File: config.mk
export PLATFORM = sky130hd
export DESIGN_NAME = pld_macrocell
export DESIGN_NICKNAME = d
export VERILOG_FILES = /design/src/rtl/mcell_pkg.sv /design/src/rtl/mcell_pterms.sv /design/src/rtl/mcell_sumxor.sv /design/src/rtl/mcell_store.sv /design/src/rtl/pld_macrocell.sv
export SDC_FILE = /design/constraint.sdc
export NUM_CORES = 1
export LEC_CHECK = 0
export BUFFER_PORTS_ARGS = -buffer_cell sky130_fd_sc_hd__buf_2
export CAP_MARGIN = 0
export CELL_PAD_IN_SITES_DETAIL_PLACEMENT = 1
export CELL_PAD_IN_SITES_GLOBAL_PLACEMENT = 1
export CORE_AREA = 2 2 229 231
export DETAILED_ROUTE_END_ITERATION = 10
export DIE_AREA = 0 0 231 233
export PLACE_DENSITY_LB_ADDON = 0.1
export SKIP_CTS_REPAIR_TIMING = 1
export SLEW_MARGIN = 25
export SYNTH_ARGS = -nofsm -noshare
export SYNTH_HDL_FRONTEND = slang
export SYNTH_HIERARCHICAL = 1
export SYNTH_SLANG_ARGS = --single-unit
File: constraint.sdc
create_clock -name clk -period 4.28 [get_ports clk]
set_clock_uncertainty 0.05 [all_clocks]
set_input_delay 0.428 -clock clk [delete_from_list [all_inputs] [get_ports clk]]
set_output_delay 0.428 -clock clk [all_outputs]
set_load 0.005 [all_outputs]
File: src/rtl/mcell_pkg.sv
// Shared constants, mode encodings and the configuration word of the macrocell.
// Assumes at most eight product terms so that a 3-bit index covers them.
package mcell_pkg;

    localparam int NPT   = 5;
    localparam int IDX_W = 3;

    typedef enum logic [1:0] {XIN_ZERO = 2'd0, XIN_ONE = 2'd1, XIN_TERM = 2'd2} xin_e;
    typedef enum logic [2:0] {ST_D = 3'd0, ST_T = 3'd1, ST_JK = 3'd2, ST_SR = 3'd3,
                              ST_LATCH = 3'd4} store_e;
    typedef enum logic [1:0] {AR_PIN = 2'd0, AR_TERM = 2'd1, AR_NONE = 2'd2,
                              AR_BOTH = 2'd3} ar_e;
    typedef enum logic [2:0] {OE_ON = 3'd0, OE_OFF = 3'd1, OE_PIN1 = 3'd2,
                              OE_PIN2N = 3'd3, OE_TERM = 3'd4} oe_e;

    typedef struct packed {
        logic [NPT-1:0]   sum_en;
        xin_e             xin_mode;
        logic [IDX_W-1:0] xin_idx;
        logic             d_src;
        logic [IDX_W-1:0] d_idx;
        store_e           ff_kind;
        logic [IDX_W-1:0] k_idx;
        logic             clk_src;
        logic [IDX_W-1:0] clk_idx;
        logic             ce_en;
        logic [IDX_W-1:0] ce_idx;
        ar_e              ar_mode;
        logic [IDX_W-1:0] ar_idx;
        logic             ap_en;
        logic [IDX_W-1:0] ap_idx;
        logic             out_comb;
        oe_e              oe_mode;
        logic [IDX_W-1:0] oe_idx;
        logic [IDX_W-1:0] fold_idx;
    } mcell_cfg_t;

    localparam int CFG_W = $bits(mcell_cfg_t);

    // Returns the indexed term, or 0 for an index past the last term.
    function automatic logic pick(input logic [NPT-1:0] t, input logic [IDX_W-1:0] idx);
        logic [(2**IDX_W)-1:0] ext;
        ext          = '0;
        ext[NPT-1:0] = t;
        return ext[idx];
    endfunction

endpackage

File: src/rtl/mcell_pterms.sv
// Product-term array: each term ANDs the bus bits chosen by its true and
// complement masks. Assumes masks are static; an empty mask yields 1.
module mcell_pterms #(
    parameter int AW  = 8,
    parameter int NT  = 5
) (
    input  logic [AW-1:0]    a_i,
    input  logic [NT*AW-1:0] tmask_i,
    input  logic [NT*AW-1:0] cmask_i,
    output logic [NT-1:0]    pt_o
);
    for (genvar i = 0; i < NT; i++) begin : g_term
        logic [AW-1:0] tm, cm;
        assign tm = tmask_i[i*AW +: AW];
        assign cm = cmask_i[i*AW +: AW];
        // One AND per term over the selected true and complemented inputs
        assign pt_o[i] = (&(a_i | ~tm)) & (&(~a_i | ~cm));
    end
endmodule

File: src/rtl/mcell_sumxor.sv
// OR sum with cascade chaining followed by the XOR polarity stage.
// Assumes the mode inputs are static; clk and rst_n only qualify assertions.
module mcell_sumxor
    import mcell_pkg::*;
(
    input  logic                clk,
    input  logic                rst_n,
    input  logic [NPT-1:0]      pt_i,
    input  logic [NPT-1:0]      sum_en_i,
    input  logic                cas_i,
    input  xin_e                xin_mode_i,
    input  logic [IDX_W-1:0]    xin_idx_i,
    output logic                sum_o,
    output logic                comb_o
);
    logic xin;

    // Choose the second XOR input: constant or a product term
    always_comb begin
        case (xin_mode_i)
            XIN_ONE:  xin = 1'b1;
            XIN_TERM: xin = pick(pt_i, xin_idx_i);
            default:  xin = 1'b0;
        endcase
    end

    assign sum_o  = (|(pt_i & sum_en_i)) | cas_i;
    assign comb_o = sum_o ^ xin;


    cascade_pass_chk: assert property (@(posedge clk) disable iff (!rst_n)
        cas_i |-> sum_o);

    empty_sum_chk: assert property (@(posedge clk) disable iff (!rst_n)
        (sum_en_i == '0 && !cas_i) |-> !sum_o);
endmodule

File: src/rtl/mcell_store.sv
// Configurable storage element: D, T, JK, SR flip-flop or level latch.
// Assumes a sampled clock level; events are 0-to-1 changes between clk edges.
// Reset beats preset, and both beat clocking.
module mcell_store
    import mcell_pkg::*;
(
    input  logic   clk,
    input  logic   rst_n,
    input  store_e kind_i,
    input  logic   d_i,
    input  logic   k_i,
    input  logic   lvl_i,
    input  logic   ce_i,
    input  logic   ar_i,
    input  logic   ap_i,
    output logic   q_o
);
    logic prev;
    logic nxt;

    // Next state for an edge event according to the storage kind
    always_comb begin
        case (kind_i)
            ST_T:    nxt = q_o ^ d_i;
            ST_JK:   nxt = (d_i & ~q_o) | (~k_i & q_o);
            ST_SR:   nxt = (d_i & ~k_i) | (q_o & ~(k_i & ~d_i));
            default: nxt = d_i;
        endcase
    end

    // State and clock history update with reset/preset priority
    always_ff @(posedge clk) begin
        if (!rst_n) begin
            q_o  <= 1'b0;
            prev <= 1'b1;
        end else begin
            prev <= lvl_i;
            if (ar_i) begin
                q_o <= 1'b0;
            end else if (ap_i) begin
                q_o <= 1'b1;
            end else if (ce_i) begin
                if (kind_i == ST_LATCH) begin
                    if (lvl_i) q_o <= d_i;
                end else if (lvl_i && !prev) begin
                    q_o <= nxt;
                end
            end
        end
    end


    ar_wins_chk: assert property (@(posedge clk) disable iff (!rst_n)
        ar_i |=> !q_o);

    preset_chk: assert property (@(posedge clk) disable iff (!rst_n)
        (ap_i && !ar_i) |=> q_o);

    no_enable_hold_chk: assert property (@(posedge clk) disable iff (!rst_n)
        (!ar_i && !ap_i && !ce_i) |=> $stable(q_o));

    reset_state_chk: assert property (@(posedge clk) disable iff (!rst_n)
        $rose(rst_n) |-> (!q_o && prev));
endmodule

File: src/rtl/pld_macrocell.sv
// Top of one programmable logic cell. Builds the product terms, routes them
// to the sum/XOR stage, storage controls, output enable and foldback, and
// selects the pin and feedback values. Assumes cfg_i and the masks are static.
module pld_macrocell
    import mcell_pkg::*;
#(
    parameter int GW = 32,
    parameter int RW = 16
) (
    input  logic                 clk,
    input  logic                 rst_n,
    input  logic [CFG_W-1:0]     cfg_i,
    input  logic [NPT*(GW+RW)-1:0] pt_true_i,
    input  logic [NPT*(GW+RW)-1:0] pt_comp_i,
    input  logic [GW-1:0]        gbus_i,
    input  logic [RW-1:0]        rbus_i,
    input  logic                 gclk_i,
    input  logic                 gclr_n_i,
    input  logic                 oe1_i,
    input  logic                 oe2_n_i,
    input  logic                 cas_i,
    output logic                 pin_o,
    output logic                 pin_oe_o,
    output logic                 fb_o,
    output logic                 fold_o,
    output logic                 cas_o
);
    localparam int AW = GW + RW;

    mcell_cfg_t     cfg;
    logic [NPT-1:0] pt;
    logic           sum, comb, d, k, lvl, ce, ar, ap, q;

    assign cfg = mcell_cfg_t'(cfg_i);

    mcell_pterms #(.AW(AW), .NT(NPT)) u_terms (
        .a_i     ({rbus_i, gbus_i}),
        .tmask_i (pt_true_i),
        .cmask_i (pt_comp_i),
        .pt_o    (pt)
    );

    mcell_sumxor u_sum (
        .clk        (clk),
        .rst_n      (rst_n),
        .pt_i       (pt),
        .sum_en_i   (cfg.sum_en),
        .cas_i      (cas_i),
        .xin_mode_i (cfg.xin_mode),
        .xin_idx_i  (cfg.xin_idx),
        .sum_o      (sum),
        .comb_o     (comb)
    );

    // Storage data, second input, clock level and clock enable
    always_comb begin
        d   = cfg.d_src ? pick(pt, cfg.d_idx) : comb;
        k   = pick(pt, cfg.k_idx);
        lvl = cfg.clk_src ? pick(pt, cfg.clk_idx) : gclk_i;
        ce  = (!cfg.clk_src && cfg.ce_en) ? pick(pt, cfg.ce_idx) : 1'b1;
    end

    // Asynchronous-style reset and preset source selection
    always_comb begin
        case (cfg.ar_mode)
            AR_PIN:  ar = !gclr_n_i;
            AR_TERM: ar = pick(pt, cfg.ar_idx);
            AR_BOTH: ar = !gclr_n_i || pick(pt, cfg.ar_idx);
            default: ar = 1'b0;
        endcase
        ap = cfg.ap_en && pick(pt, cfg.ap_idx);
    end

    mcell_store u_store (
        .clk    (clk),
        .rst_n  (rst_n),
        .kind_i (cfg.ff_kind),
        .d_i    (d),
        .k_i    (k),
        .lvl_i  (lvl),
        .ce_i   (ce),
        .ar_i   (ar),
        .ap_i   (ap),
        .q_o    (q)
    );

    // Output enable source selection
    always_comb begin
        case (cfg.oe_mode)
            OE_ON:    pin_oe_o = 1'b1;
            OE_PIN1:  pin_oe_o = oe1_i;
            OE_PIN2N: pin_oe_o = !oe2_n_i;
            OE_TERM:  pin_oe_o = pick(pt, cfg.oe_idx);
            default:  pin_oe_o = 1'b0;
        endcase
    end

    // Pin value, buried feedback, foldback and cascade outputs
    always_comb begin
        pin_o  = cfg.out_comb ? comb : q;
        fb_o   = (cfg.out_comb && !cfg.d_src) ? comb : q;
        fold_o = !pick(pt, cfg.fold_idx);
        cas_o  = sum;
    end
endmodule

==> reports/metrics.csv, run 1 <==
metric;value;unit
status;finished, final reports clean;
rr_startpoint;u_store/q_o;
ys_warn_count;6;
cts.sinks;2;
peakVddDrop;0.06887;mV
die-area;53820;um2
gp_congestion;0.8765;
first_iter_violations;392;
htree_num_levels;1;
dr_total_vias;7739;
hold_class;input pin to flop;
cts_tree;done;
synth-async-reset-ratio;0;%
dp_worst_setup_slack;-0.2125;ns
clk_latency;0.22;ns
synthCells;491;
post_drt_wl_per_cell;35.44;um
antenna_found_initial;32;
hold-path-endpoint;u_store/prev;
reg2regPathDepth;3;
coreArea;51090;um2
hold_ws;0.3595;ns
clock.fmax;0.2432;GHz
critPathRequiredTime;3.80;ns
power.density;121.7;nW/um2
die_h;233;um
yosysUniqueCellTypes;57;
synth_seq_area_share;1.130;%
design_area;8214;um2
maxSlewHeadroom;55.71;%
yosys-top-cells-count;102 x a22oi_1, 58 x inv_1, 46 x a22o_1;
hold_viol_final;0;
fin_util;16.08;%
r2r_end;u_store/q_o;
track_usage;23.41;%
synth_edf_count;0;
drt_wl_total;65.74;mm
grt_setup_unrepaired;no;
critical_path_peak_fanout;6;
num_io_pins;587;
setup_viol;0;
critPathLaunchType;input pin;
end_kind;output port;
layout-drive-gt1-share;60.94;%
synth_top_area_cell;a22oi_1;
total_power;999.5;uW
whs_path_depth;2;
syn-num-nets;1075;
worst-setup-path-type;input pin to output port;
timing.max_cap.violations;0;
min-delay-start;rst_n;
viasPerCell;4.172;
synthTopCellsByArea;a22oi_1 22%, a22o_1 11%, a221oi_1 8.9%, inv_1 6.1%, nand4_1 5.6%;
r2r_slack;3.21;ns
grt_pass1_wl;83.03;mm
nNetsFinal;1751;
ys_ff_latch;2;
clk_pin_slew;0.03;ns
grt_pass1_vias;8640;
ys.flop_type;dfxtp_1;
n_fill_cell;6309;
rows;83;
drc;0;
area_growth_syn_to_layout;131.7;%
arrival;3.63;ns
grt_max_degree;10;
cts_max_path_buffers;2;
overflow;0;
syn_area;3545;um2
setup_ws;0.1677;ns
numCtsBuffers;3;
worst_slew_pin_slew;0.6644;ns
slew_viol_final;0;
dp_hpwl;60.28;mm
initial_core_util;6.938;%
leakagePower;4.159;nW
avgSynthCellArea;7.219;um2
root_buffer;clkbuf_16;
yosysMostFrequentCell;a22oi_1;
min_period;4.112;ns
detail-route-antenna-nets;0;
drtPass1Iterations;4;
fp.dieW;231;um
io_buffers;586;
synth_top_area_share;21.60;%
place_area;8034;um2
fin_crit_sh;96.08;%
==> cell families (layout without fill, tap and decap cells) <==
logic type	after synthesis	count (layout)	share of synthesized area [%]
AOI/OAI and AO/OA	251	251	57.78
xor gates and xnor gates	2	2	0.4943
adders and majority gates	2	2	0.7059
buffers and inverters	68	742	7.483
DFF	2	2	1.130
muxes	23	23	8.401
other	0	10	0
and+or+nand+nor	143	143	24.00
==> cells in the final DEF (no fill, tap or decap), drive strengths merged, types with 5 or more instances in the layout <==
cell type	instances
a22o	47
a22oi	102
o21ai	9
a221o	7
nand2b	9
a21oi	11
mux2i	14
nor2	10
diode	10
a2111oi	14
nand2	16
nor2b	26
nand3	14
and2	8
nand4	32
mux2	5
buf	675
a221oi	38
inv	63
or4	8
nor4	5
==> metal layers <==
metal	up-vias	track usage [%]	routed length (um)
li1	3483	-	-
met1	3788	27.10	26240
met2	370	44.62	34030
met3	64	5.735	4607
met4	34	1.935	628
met5	-	0	233
==> cell type report <==
| class | instances | area (um2) | share of cell area [%] |
|---|---|---|---|
| Inverter | 63 | 236.5 | 2.879 |
| Tap cell | 680 | 850.8 | 10.36 |
| Clock buffer | 3 | 75.07 | 0.9139 |
| Multi-Input combinational cell | 421 | 3363 | 40.94 |
| Antenna cell | 10 | 25.02 | 0.3046 |
| Sequential cell | 2 | 40.04 | 0.4874 |
| Timing Repair Buffer | 676 | 3623 | 44.11 |
==> critical path: stages <==
cell and delay, ns:
buf_2 0.17, inv_1 0.29, a211oi_1 0.54, nand3_1 0.12, or4_1 0.62, nor4_2 0.17
buf_4 0.18, mux2i_1 0.08, o22ai_1 0.18, o31a_1 0.20, xor2_1 0.24, buf_4 0.16
mux2_2 0.13, buf_2 0.13
==> metrics by stage <==
step	cells	TNS, ns
detailed placement	1842	-0.3429
CTS	1845	-0.1651
finish	1855	0
global placement	1842	-3.917
global route	1847	0
floorplan	491	0
==> flip-flops by register name (all words and copies together) (netlist names) <==
name	flops
u_store/prev	1
u_store/q_o	1
==> power by group <==
group | switching, mW | total [mW] | internal, mW
Sequential | 0.00107 | 0.0210 | 0.0199
Combinational | 0.462 | 0.839 | 0.378
Clock | 0.0203 | 0.139 | 0.119
Total | 0.483 | 0.999 | 0.516
==> worst max-delay path by stage <==
stage	from	endpoint	slack, ns
after global routing	gbus_i[14]	fb_o	0.01
after detailed placement	gbus_i[18]	u_store/q_o	-0.21
after floorplan	gbus_i[30]	u_store/q_o	0.37
after global placement	gbus_i[18]	u_store/q_o	-0.90
after CTS	gbus_i[18]	fb_o	-0.08
final	gbus_i[16]	fb_o	0.17
No activity file was read; power rests on OpenSTA's default activity.
==> inputs of run 2 (changes only) <==
==> constraint.sdc (replaced) <==
create_clock -name clk -period 3.75 [get_ports clk]
set_clock_uncertainty 0.05 [all_clocks]
set_input_delay 0.375 -clock clk [delete_from_list [all_inputs] [get_ports clk]]
set_output_delay 0.375 -clock clk [all_outputs]
set_load 0.005 [all_outputs]
==> reports/metrics.csv, run 2 (synthesis gave the netlist of run 1 again) <==
metric;value;unit;change
cts.sinks;2;;unchanged
initial_core_util;6.938;%;unchanged
die-area;53820;um2;unchanged
htree_num_levels;1;;unchanged
rows;83;;unchanged
die_h;233;um;unchanged
first_iter_violations;423;;+7.9%
design_area;9518;um2;+16%
grt_pass1_vias;9075;;+5.0%
setup_viol;3;;+3
track_usage;22.83;%;-0.58 points
critPathLaunchType;input pin;;
viasPerCell;4.160;;-0.29%
peakVddDrop;0.1009;mV;+47%
post_drt_wl_per_cell;32.40;um;-8.6%
stdcell_count;1971;;+6.3%
slowest_delay;0.65;ns;+0.03 ns
critPathRequiredTime;3.84;ns;+0.04 ns
cts_tree;done;;
hold_ws;0.3080;ns;-0.05150 ns
fp.dieW;231;um;unchanged
end_kind;flop;;
worst_slew_pin_slew;0.4793;ns;-0.1851 ns
layout-drive-gt1-share;67.11;%;+6.2 points
place_area;9036;um2;+12%
slew_viol_final;0;;unchanged
coreArea;51090;um2;unchanged
hold_class;input pin to flop;;
nNetsFinal;1869;;+6.7%
gp_congestion;0.8740;;-0.29%
fin_tns_setup;-0.2198;ns;-0.2198 ns
arrival;3.95;ns;+0.32 ns
layout_commonest_cell;buf_2;;
grt_max_degree;10;;unchanged
slowest_stage;or4_4;;
drt_wl_total;63.86;mm;-2.9%
maxSlewHeadroom;68.04;%;+12 points
path_common_cell;inv_2;;
clock.fmax;0.2589;GHz;
clk_pin_slew;0.03;ns;about the same
dp.cells;1955;;+6.1%
critical_path_peak_fanout;3;;-3
dp_hpwl;59.74;mm;-0.90%
dr_total_vias;8199;;+5.9%
cp_top_family;simple AND/OR/NAND/NOR gates;;
io_buffers;586;;unchanged
worst-setup-path-type;input pin to flop;;
leakagePower;4.865;nW;+17%
violations;negative setup slack;;
antenna_found_initial;21;;-34%
grt_setup_unrepaired;yes;;
status;complete, but fails checks;;
grt_pass1_wl;81.98;mm;-1.3%
fin_util;18.63;%;+2.6 points
mostFrequentLayoutCells;574 x buf_2, 197 x buf_4, 92 x a22oi_1;;
critPathBufInv;4;;-1
cts_max_path_buffers;2;;unchanged
timing.max_cap.violations;0;;unchanged
numCtsBuffers;3;;unchanged
root_buffer;clkbuf_16;;
min_period;3.862;ns;
power.density;135.8;nW/um2;+12%
total_power;1.293;mW;+29%
setup_ws;-0.1124;ns;-0.2801 ns
num_io_pins;587;;unchanged
hold_viol_final;0;;unchanged
clk_latency;0.22;ns;about the same
detail-route-antenna-nets;0;;unchanged
overflow;0;;unchanged
drtPass1Iterations;4;;unchanged
dp_worst_setup_slack;-0.8689;ns;-0.6563 ns
drc;0;;unchanged
layout_top_registers;u_store/prev (1), u_store/q_o (1);;
crit_chain;buf_2, inv_2, buf_12, a22oi_1, nand4_1, or4_4, nor4_4, mux2i_1, o22ai_1, o31a_1, xor2_2, o32a_1, inv_2, and3_4, a2111o_1, a31oi_1;;
fin_crit_sh;103.0;%;
area_growth_syn_to_layout;168.5;%;
run 2: where the power goes:
group	switching [mW]	internal [mW]	total [mW]
Sequential	0.00100	0.0227	0.0237
Clock	0.0257	0.136	0.161
Combinational	0.563	0.544	1.11
run 2: final timing paths:
check                                     to  slack (ns)  depth (start not counted)    startpoint
worst max-delay path             u_store/q_o       -0.11                         16    gbus_i[27]
worst min-delay path            u_store/prev        0.31                          2         rst_n
worst max register to register   u_store/q_o        2.72                          3   u_store/q_o
worst min register to register   u_store/q_o        0.54                          2  u_store/prev
run 2: per-layer routing:
layer	GRT usage (%)	vias up	routed length, um
met5	0	-	138
met4	1.915	24	827
met3	4.265	62	3826
met2	42.94	412	32470
met1	27.66	3984	26610
li1	-	3717	-
run 2: layout make-up:
type,instances,area (um2)
sequential,2,40.04
inverter,63,256.5
fill,6317,41580
tap,680,850.8
timing repair buffer,794,4717
clock buffer,3,75.07
antenna,8,20.02
multi-input combinational,421,3558
run 2: worst register-to-register path: stages (launching register included):
cell and delay, ns:
dfxtp_1 0.40, a21oi_1 0.07, a2111o_1 0.29, a31oi_1 0.15
